<file path="config.mk">
export PLATFORM = sky130hd
export DESIGN_NAME = fbc_ctrl_regs
export DESIGN_NICKNAME = d
export VERILOG_FILES = /design/src/rtl/fbc_pkg.sv /design/src/rtl/fbc_addr_decode.sv /design/src/rtl/fbc_reg_bank.sv /design/src/rtl/fbc_irq_fsm.sv /design/src/rtl/fbc_read_mux.sv /design/src/rtl/fbc_ctrl_regs.sv
export SDC_FILE = /design/constraint.sdc
export NUM_CORES = 1
export LEC_CHECK = 0
export BUFFER_PORTS_ARGS = -buffer_cell sky130_fd_sc_hd__buf_2
export CAP_MARGIN = 40
export CORE_ASPECT_RATIO = 0.9
export CORE_UTILIZATION = 41
export CTS_CLUSTER_DIAMETER = 120
export CTS_CLUSTER_SIZE = 12
export DETAILED_ROUTE_END_ITERATION = 7
export HOLD_SLACK_MARGIN = 0.06
export SETUP_SLACK_MARGIN = 0.5
export SLEW_MARGIN = 20
export SYNTH_ARGS = -nofsm -noshare
export SYNTH_HDL_FRONTEND = slang
export SYNTH_SLANG_ARGS = --single-unit
</file>
<file path="constraint.sdc">
create_clock -name clk -period 6 [get_ports clk]
set_clock_uncertainty 0.2 [all_clocks]
set_input_delay 0.3 -clock clk [delete_from_list [all_inputs] [get_ports clk]]
set_output_delay 0.3 -clock clk [all_outputs]
set_load 0.02 [all_outputs]
</file>
<file path="src/rtl/fbc_pkg.sv">
package fbc_pkg;

    localparam int FBC_ADDR_W = 5;
    localparam int FBC_DATA_W = 8;

    // Offsets that software and the display pipeline rely on
    localparam logic [FBC_ADDR_W-1:0] OFS_CTRL     = 5'h10;
    localparam logic [FBC_ADDR_W-1:0] OFS_STAT     = 5'h11;
    localparam logic [FBC_ADDR_W-1:0] OFS_STORE_LO = 5'h12;

    // Bit positions in control and status
    localparam int CTRL_IRQ_EN_BIT = 7;
    localparam int STAT_PEND_BIT   = 7;

    // Fixed identification bits: monitor sense 0x60, colour board 0x01
    localparam logic [FBC_DATA_W-1:0] STAT_ID_BITS = 8'h61;

    typedef enum logic {
        IRQ_IDLE    = 1'b0,
        IRQ_PENDING = 1'b1
    } irq_state_e;

    typedef enum logic [1:0] {
        SEL_NONE  = 2'd0,
        SEL_CTRL  = 2'd1,
        SEL_STAT  = 2'd2,
        SEL_STORE = 2'd3
    } reg_sel_e;

endpackage

</file>
<file path="src/rtl/fbc_addr_decode.sv">
module fbc_addr_decode
    import fbc_pkg::*;
#(
    parameter int ADDR_W  = FBC_ADDR_W,
    parameter int STORE_N = (1 << ADDR_W) - 18,
    parameter int IDX_W   = (STORE_N > 1) ? $clog2(STORE_N) : 1
) (
    input  logic [ADDR_W-1:0] addr,
    output reg_sel_e          sel,
    output logic [IDX_W-1:0]  store_idx
);

    logic [ADDR_W-1:0] offset_from_store;

    always_comb begin
        offset_from_store = addr - OFS_STORE_LO;
        store_idx         = offset_from_store[IDX_W-1:0];
    end

    always_comb begin
        if (addr == OFS_CTRL) begin
            sel = SEL_CTRL;
        end else if (addr == OFS_STAT) begin
            sel = SEL_STAT;
        end else if (addr >= OFS_STORE_LO) begin
            sel = SEL_STORE;
        end else begin
            sel = SEL_NONE;
        end
    end

endmodule

</file>
<file path="src/rtl/fbc_reg_bank.sv">
module fbc_reg_bank
    import fbc_pkg::*;
#(
    parameter int DATA_W  = FBC_DATA_W,
    parameter int STORE_N = 14,
    parameter int IDX_W   = (STORE_N > 1) ? $clog2(STORE_N) : 1
) (
    input  logic                      clk,
    input  logic                      rst_n,
    input  logic                      wr,
    input  reg_sel_e                  sel,
    input  logic [IDX_W-1:0]          store_idx,
    input  logic [DATA_W-1:0]         wdata,
    output logic [DATA_W-1:0]         ctrl_q,
    output logic [STORE_N*DATA_W-1:0] store_flat
);

    logic ctrl_we;

    always_comb begin
        ctrl_we = wr && (sel == SEL_CTRL);
    end

    always_ff @(posedge clk or negedge rst_n) begin
        if (!rst_n) begin
            ctrl_q <= '0;
        end else if (ctrl_we) begin
            ctrl_q <= wdata;
        end
    end

    for (genvar g = 0; g < STORE_N; g++) begin : g_store
        logic byte_we;
        logic [DATA_W-1:0] byte_q;

        always_comb begin
            byte_we = wr && (sel == SEL_STORE) && (store_idx == IDX_W'(g));
        end

        always_ff @(posedge clk or negedge rst_n) begin
            if (!rst_n) begin
                byte_q <= '0;
            end else if (byte_we) begin
                byte_q <= wdata;
            end
        end

        assign store_flat[g*DATA_W +: DATA_W] = byte_q;
    end

endmodule

</file>
<file path="src/rtl/fbc_irq_fsm.sv">
module fbc_irq_fsm
    import fbc_pkg::*;
(
    input  logic clk,
    input  logic rst_n,
    input  logic frame_end,
    input  logic irq_en,
    input  logic stat_wr,
    output logic irq_pending
);

    irq_state_e state_q;
    irq_state_e state_d;
    logic       frame_raise;

    always_comb begin
        frame_raise = frame_end && irq_en;
    end

    // Next-state logic
    always_comb begin
        state_d = state_q;
        unique case (state_q)
            IRQ_IDLE: begin
                if (frame_raise) begin
                    state_d = IRQ_PENDING;          // frame raise
                end
            end
            IRQ_PENDING: begin
                if (frame_raise) begin
                    state_d = IRQ_PENDING;          // raise over ack
                end else if (stat_wr) begin
                    state_d = IRQ_IDLE;             // acknowledge
                end
            end
            default: state_d = IRQ_IDLE;
        endcase
    end

    // State register
    always_ff @(posedge clk or negedge rst_n) begin
        if (!rst_n) begin
            state_q <= IRQ_IDLE;
        end else begin
            state_q <= state_d;
        end
    end

    // Outputs
    always_comb begin
        unique case (state_q)
            IRQ_PENDING: irq_pending = 1'b1;
            default:     irq_pending = 1'b0;
        endcase
    end

endmodule

</file>
<file path="src/rtl/fbc_read_mux.sv">
module fbc_read_mux
    import fbc_pkg::*;
#(
    parameter int DATA_W  = FBC_DATA_W,
    parameter int STORE_N = 14,
    parameter int IDX_W   = (STORE_N > 1) ? $clog2(STORE_N) : 1
) (
    input  reg_sel_e                  sel,
    input  logic [IDX_W-1:0]          store_idx,
    input  logic [DATA_W-1:0]         ctrl_q,
    input  logic                      irq_pending,
    input  logic [STORE_N*DATA_W-1:0] store_flat,
    output logic [DATA_W-1:0]         rdata
);

    logic [DATA_W-1:0] store_byte;
    logic [DATA_W-1:0] stat_byte;

    always_comb begin
        store_byte = store_flat[store_idx*DATA_W +: DATA_W];
        stat_byte  = STAT_ID_BITS;
        stat_byte[STAT_PEND_BIT] = irq_pending;
    end

    always_comb begin
        unique case (sel)
            SEL_CTRL:  rdata = ctrl_q;
            SEL_STAT:  rdata = stat_byte;
            SEL_STORE: rdata = store_byte;
            default:   rdata = '0;
        endcase
    end

endmodule

</file>
<file path="src/rtl/fbc_ctrl_regs.sv">
module fbc_ctrl_regs
    import fbc_pkg::*;
#(
    parameter int ADDR_W = FBC_ADDR_W,
    parameter int DATA_W = FBC_DATA_W
) (
    input  logic              clk,
    input  logic              rst_n,
    input  logic              reg_wr,
    input  logic [ADDR_W-1:0] reg_addr,
    input  logic [DATA_W-1:0] reg_wdata,
    output logic [DATA_W-1:0] reg_rdata,
    input  logic              frame_end,
    output logic              irq
);

    localparam int WINDOW_BYTES = 1 << ADDR_W;
    localparam int STORE_N      = WINDOW_BYTES - int'(OFS_STORE_LO);
    localparam int IDX_W        = (STORE_N > 1) ? $clog2(STORE_N) : 1;

    reg_sel_e                  sel;
    logic [IDX_W-1:0]          store_idx;
    logic [DATA_W-1:0]         ctrl_q;
    logic [STORE_N*DATA_W-1:0] store_flat;
    logic                      irq_en;
    logic                      stat_wr;
    logic                      irq_pending;

    fbc_addr_decode #(
        .ADDR_W  (ADDR_W),
        .STORE_N (STORE_N),
        .IDX_W   (IDX_W)
    ) u_decode (
        .addr      (reg_addr),
        .sel       (sel),
        .store_idx (store_idx)
    );

    fbc_reg_bank #(
        .DATA_W  (DATA_W),
        .STORE_N (STORE_N),
        .IDX_W   (IDX_W)
    ) u_bank (
        .clk        (clk),
        .rst_n      (rst_n),
        .wr         (reg_wr),
        .sel        (sel),
        .store_idx  (store_idx),
        .wdata      (reg_wdata),
        .ctrl_q     (ctrl_q),
        .store_flat (store_flat)
    );

    always_comb begin
        irq_en  = ctrl_q[CTRL_IRQ_EN_BIT];
        stat_wr = reg_wr && (sel == SEL_STAT);
    end

    fbc_irq_fsm u_irq (
        .clk         (clk),
        .rst_n       (rst_n),
        .frame_end   (frame_end),
        .irq_en      (irq_en),
        .stat_wr     (stat_wr),
        .irq_pending (irq_pending)
    );

    fbc_read_mux #(
        .DATA_W  (DATA_W),
        .STORE_N (STORE_N),
        .IDX_W   (IDX_W)
    ) u_rmux (
        .sel         (sel),
        .store_idx   (store_idx),
        .ctrl_q      (ctrl_q),
        .irq_pending (irq_pending),
        .store_flat  (store_flat),
        .rdata       (reg_rdata)
    );

    assign irq = irq_pending;

endmodule

</file>
Yosys cells after proc, flatten, opt, wreduce, memory -nomap -nowiden. Cells that the tools add are included.

Bits in latches: 0. Register bits after elaboration: 121. Output and inout port bits: 9. RAM bits: 0. ROM bits: 0. Bits of input ports: 17. Word-level logic and storage cells: 66. Memories kept: 0.

Order comparisons: 1. $add $sub $neg: 1. Multipliers: 0. Reduce and logical (&&, ||, !) cells: 19. Divide/modulo/power cells: 0. Bitwise operators: 1. Muxes and demuxes: 9. Shifts and indexed selects: 1. Equality and inequality tests: 18.

Operators by type and width (count): $shiftx A112 B8 Y8 (1); $eq A4 B4 Y1 const B (6); $pmux W8 S3 (1); $logic_and A1 B1 Y1 (18); $eq A4 B3 Y1 const B (4); $eq A5 B5 Y1 const B (2); $eq A4 B2 Y1 const B (2); $mux W2 (3); $ge A5 B5 Y1 const B (1); $eq A2 B2 Y1 const B (2); $eq A4 B1 Y1 const B (1); $logic_not A4 Y1 (1); $mux W1 (4); $sub A4 B2 Y4 const B (1); $eq A2 B1 Y1 const B (1); $pmux W1 S2 (1); $not A1 Y1 (1).

Longest topological paths before layout.
Word-level depth: 9. Depth in mapped cells: 9. Mapped depth without buffers: 6.

Cells and area by module. From an unflattened synthesis, not the netlist that was laid out.

Cell total of the unflattened synthesis: 419. Area, all modules: 5851.9 um^2.

Modules (own cells, without submodules): fbc_reg_bank (area each 4589.4 um^2, cells each 276, sequential area each 3002.9 um^2, instances 1); fbc_read_mux (area each 1123.6 um^2, cells each 125, sequential area each 0.0 um^2, instances 1); fbc_addr_decode (area each 88.8 um^2, cells each 13, sequential area each 0.0 um^2, instances 1); fbc_irq_fsm (area each 41.3 um^2, cells each 4, sequential area each 25.0 um^2, instances 1); fbc_ctrl_regs (area each 8.8 um^2, cells each 1, sequential area each 0.0 um^2, instances 1).

Least setup slack after synthesis. No wires, ideal clock.

Path type: in2reg. From: input reg_addr[1]. To: register u_bank.g_store[3].byte_q[7]. Required time: 5675 ps. Stages: 7. Arrival: 2371 ps. Setup slack: 3304 ps. Setup time: 125 ps. Buffers on the path: 2. Cell sequence: buf_2 > inv_1 > ha_1 > clkbuf_1 > nand2_1 > nor4_4 > mux2_2.

Word-level cells in the longest chain between the ends: 7. Elaborated cells between the ends (all ways): 11. Those cells by class: add/sub: 1; order compare: 1; eq/ne: 4; mux: 3; reduce/logical: 2.

Ends and longest elaborated chain: from (decl) (line fbc_ctrl_regs.sv:10) `input logic [ADDR_W-1:0] reg_addr,`; $ge A5 B5 Y1 (line fbc_addr_decode.sv:25) `end else if (addr >= OFS_STORE_LO) begin`; $mux W2 (line fbc_addr_decode.sv:25); $mux W2 (line fbc_addr_decode.sv:23) `end else if (addr == OFS_STAT) begin`; $mux W2 (line fbc_addr_decode.sv:21) `if (addr == OFS_CTRL) begin`; $eq A2 B2 Y1 (line fbc_reg_bank.sv:37) `byte_we = wr && (sel == SEL_STORE) && (store_idx == IDX_W'(g));`; $logic_and A1 B1 Y1 (line fbc_reg_bank.sv:37); $logic_and A1 B1 Y1 (*) (line fbc_reg_bank.sv:37); to (signal assigned) (line fbc_reg_bank.sv:44) `byte_q <= wdata;`; to (decl) (line fbc_reg_bank.sv:34) `logic [DATA_W-1:0] byte_q;`.

Mark *: on every way between the ends. The rest lies on a longest branch, timed or not. A chain may end at the register's enable or synchronous reset.

Worst setup path in the final report.
From: input reg_addr[1]. To: output reg_rdata[0].

Word-level cells in the longest chain between the ends: 6. Elaborated cells between the ends (all ways): 12. Those cells by class: add/sub: 1; order compare: 1; eq/ne: 5; shift: 1; mux: 4.

Ends and longest elaborated chain: parallel branches: the longest is 5 deep, another holds $sub A4 B2 Y4; $pmux W8 S3 (*) (line fbc_read_mux.sv:26) `unique case (sel)`; to (decl) (line fbc_ctrl_regs.sv:12) `output logic [DATA_W-1:0] reg_rdata,`.

Mark *: on every way between the ends.

==> run summary <==
- **RSZ-0062 raised after global routing** no
- **initial drt markers** 179
- **max-cap violation count** 0
- **maximum single-stage delay on the critical path** 0.49 ns
- **result of the run** finished clean
- **Synthesized Nets** 393
- **Worst Slack Setup Final** 2.67 ns
- **most used standard cell by instance count after synthesis** mux2_2
- **number of instances on the worst hold path** 2
- **category of the critical setup timing path** input pin to output port
- **fin crit share** 55.5%
- **Leakage** 0.00295 uW
- **instance count of the mapped netlist** 375
- **clock power share** 39.4%
- **synthesized area per cell** 15.3 um^2
- **largest fanout on the critical path** 41
- **count of flip-flops with a built-in enable after synthesis** 0
- **internal reg-to-reg setup slack** 5.01 ns
- **antenna fix cells** 0
- **worst reg2reg startpoint** u_bank.g_store[1].byte_q[5]
- **start point of the worst hold path** reg_wdata[3]
- **fraction of final layout cells sized beyond drive strength 1** 53.6%
- **hold violation total from the final report** 0
- **compound-cell area share of the yosys netlist** 4.66%
- **number of port buffers** 25
- **setup tns final** 0 ns
- **global-route wire length before repair** 20.8 mm
- **residual DRC count** 0
- **DPL Wire Length** 8.39 mm
- **number of primary I/O pins** 26
- **leading cell types by count after synthesis** 128 x mux2_2, 121 x dfrtp_1, 24 x mux4_2
- **Final #Nets** 421
- **GR Util All Layers** 19.8%
- **R2R depth** 1
- **headroom to the max-slew limit** 45.1%
- **overall die area** 14500 um^2
- **maximum operating frequency** 0.300 GHz
- **power density of the placed cells** 399 nW/um^2
- **Setup crit end kind** output port
- **TritonCTS clock tree** done
- **root cell of the clock tree** clkbuf_16
- **area fraction in and, or, nand and nor cells after synthesis** 4.86%
- **Final Wtd Congestion** 0.770
- **die boundary height** 114 um
- **synth top area cells** dfrtp_1 53%, mux2_2 25%, mux4_2 9.4%
- **clock transition at the registers of the reported paths** 0.05 ns
- **initial antenna violation count** 0
- **largest net degree at the start of global routing** 51
- **slowest stage cell, crit path** a22o_1
- **startpoint class of the critical path** input pin
- **data required time of the critical path** 5.50 ns
- **distinct cell type count of the synthesized netlist** 45
- **Vias per Instance** 5.65
- **TritonCTS buffer count** 17
- **via count of the first global-routing pass** 3473
- **die outline width** 127 um
- **Area Overhead vs Synth** 15.8%
- **combined area of all synthesized cells** 5740 um^2
- **post-synthesis cell type with the largest combined area** dfrtp_1
- **portion of total power attributed to combinational logic** 18.0%
- **combinational family with the most area after synthesis** multiplexers
- **share of async-settable or async-resettable flops after synthesis** 100%
- **post-CTS setup repair buffer count** 0
- **standard-cell rows** 40
- **antenna-violating nets left** 0
- **class of the most critical hold timing path** input pin to flop
- **synthesized-area fraction occupied by adder cells** 0.218%
- **insertion delay to the later sink of the worst-skew pair** 0.41 ns
- **placeable core area** 13500 um^2
- **pre-CTS WS** 2.47 ns
- **Detailed Route WL** 12.7 mm
- **critical-path cell list** buf_2 > buf_4 > inv_1 > ha_1 > o21ai_1 > a22o_1 > o221ai_1 > o21ai_0 > buf_2
- **top cell type's share of synthesized area** 52.7%
- **mux cell area share after synthesis** 34.7%
- **number of clock sinks seen by CTS** 121
- **final global-route overflow total** 0
- **total via count in the routed design** 3286
- **endpoint of the worst register-to-register path** u_bank.g_store[1].byte_q[5]
- **fill cell instance count of the final layout** 1165
- **time the worst path needs with I/O delays and setup** 3.33 ns
- **maximum root-to-sink buffer count** 2
- **fraction of the yosys area taken by sequential cells** 52.7%
- **pin slew with the least headroom to its limit** 0.819 ns
- **deepest level of the CTS H-tree** 4
- **capture endpoint of the worst hold path** u_bank.g_store[7].byte_q[3]
- **P_int** 2020 uW
- **number of pins exceeding their max-slew limit in the final report** 0
- **xor-xnor portion of the synthesized cell area** 0.762%
- **sequential fraction of design power** 42.6%
- **arrival time at the worst endpoint** 2.83 ns
- **Net Switching** 641 uW
- **number of optimization iterations in the first detailed-route pass** 4
- **Ys Warns** 0
- **starting utilization of the core area** 42.5%
- **routed length per placed instance** 21.8 um
- **total power after layout** 2660 uW
- **Net Sw Frac** 24.1%
- **setup-violating endpoint count in the final report** 0
- **post-synthesis register bit count** 121
- **worst supply voltage drop on vdd** 0.239 mV
- **cell type with the highest occurrence count on the critical path** buf_2
- **top flip-flop cell by instance count after synthesis** dfrtp_1
==> final cells by class <==
type / count / area [um^2] / area share [%]
flip-flops and latches: 121 / 3030 / 45.5
multi-input cells: 228 / 2590 / 39.0
clock buffers: 23 / 498 / 7.49
well taps: 168 / 210 / 3.16
repair buffers: 32 / 194 / 2.92
clock inverters: 7 / 115 / 1.73
inverters: 3 / 11.3 / 0.169
==> metrics by stage <==
step	std cells	hold WS (ns)	area [um^2]	utilization, %
6_report	582	0.152	6650	49.2
4_1_cts	582	0.146	6650	49.2
3_5_place_dp	550	0.0769	6020	44.5
3_3_place_gp	548	0.282	5990	44.4
5_1_grt	582	0.176	6650	49.2
2_1_floorplan	375	-0.196	5740	-
==> what timing repair did <==
item                                   in CTS  in global routing
resized for setup                           0                  0
endpoints found under the hold margin      72                  0
hold buffers                                2                  0
==> power by group through the flow <==
stage | logic [uW] | clock network (uW) | registers, uW
CTS | 484 | 1070 | 1130
global placement | 464 | 0 | 1130
global route | 518 | 1110 | 1160
detailed placement | 480 | 0 | 1140
floorplan | 374 | 0 | 1110
finish | 477 | 1050 | 1130
==> kinds of logic after synthesis <==
family / count (synthesis)
AOI/OAI and AO/OA: 33
xor gates and xnor gates: 2
adders and majority gates: 1
buffers and inverters: 26
DFF: 121
muxes: 153
and+or+nand+nor: 39
==> worst max-delay path by stage <==
| stage | depth (start not counted) | startpoint | end | slack, ns |
|---|---|---|---|---|
| 6_report | 9 | reg_addr[1] | reg_rdata[0] | 2.67 |
| 2_1_floorplan | 7 | reg_addr[1] | u_bank.g_store[3].byte_q[7] | 3.30 |
| 4_1_cts | 9 | reg_addr[1] | reg_rdata[0] | 2.70 |
| 3_3_place_gp | 8 | reg_addr[1] | u_bank.g_store[1].byte_q[1] | 2.50 |
| 5_1_grt | 9 | reg_addr[1] | reg_rdata[0] | 2.47 |
| 3_5_place_dp | 8 | reg_addr[1] | u_bank.g_store[1].byte_q[3] | 2.47 |
==> critical path, delay by kind of cell <==
kind / cells / cell delay [ns]
AO/OA/AOI/OAI: 4 / 1.18
buffers and inverters: 4 / 0.95
adder cells (fa/ha/maj): 1 / 0.36
==> state kept, by name, indices dropped and copies added, names as in the netlist <==
| signal | cells |
|---|---|
| u_bank.g_store.byte_q | 112 |
| u_bank.ctrl_q | 8 |
| u_irq.state_q | 1 |
==> layer usage <==
metal	GRT usage [%]	vias to the layer above	share of wire [%]
li1	-	1481	-
met1	28.5	1732	48
met2	29.5	56	47
met3	3.88	17	3.2
met4	7.94	0	1.8
met5	0	-	0
==> placed cells by master, fill, tap and decap left out, types with 3 or more instances in the layout <==
master,Yosys,layout
nand2_1,9,9
mux4_2,24,24
inv_1,3,3
nand3_1,7,7
clkbuf_8,0,5
buf_4,2,4
buf_2,6,24
o22a_1,5,5
a32o_1,5,5
dfrtp_1,121,121
o21ai_0,5,5
mux2_2,128,128
bufinv_16,0,3
a2bb2oi_1,5,5
clkbuf_16,0,17
(Power assumes the default switching activity.)
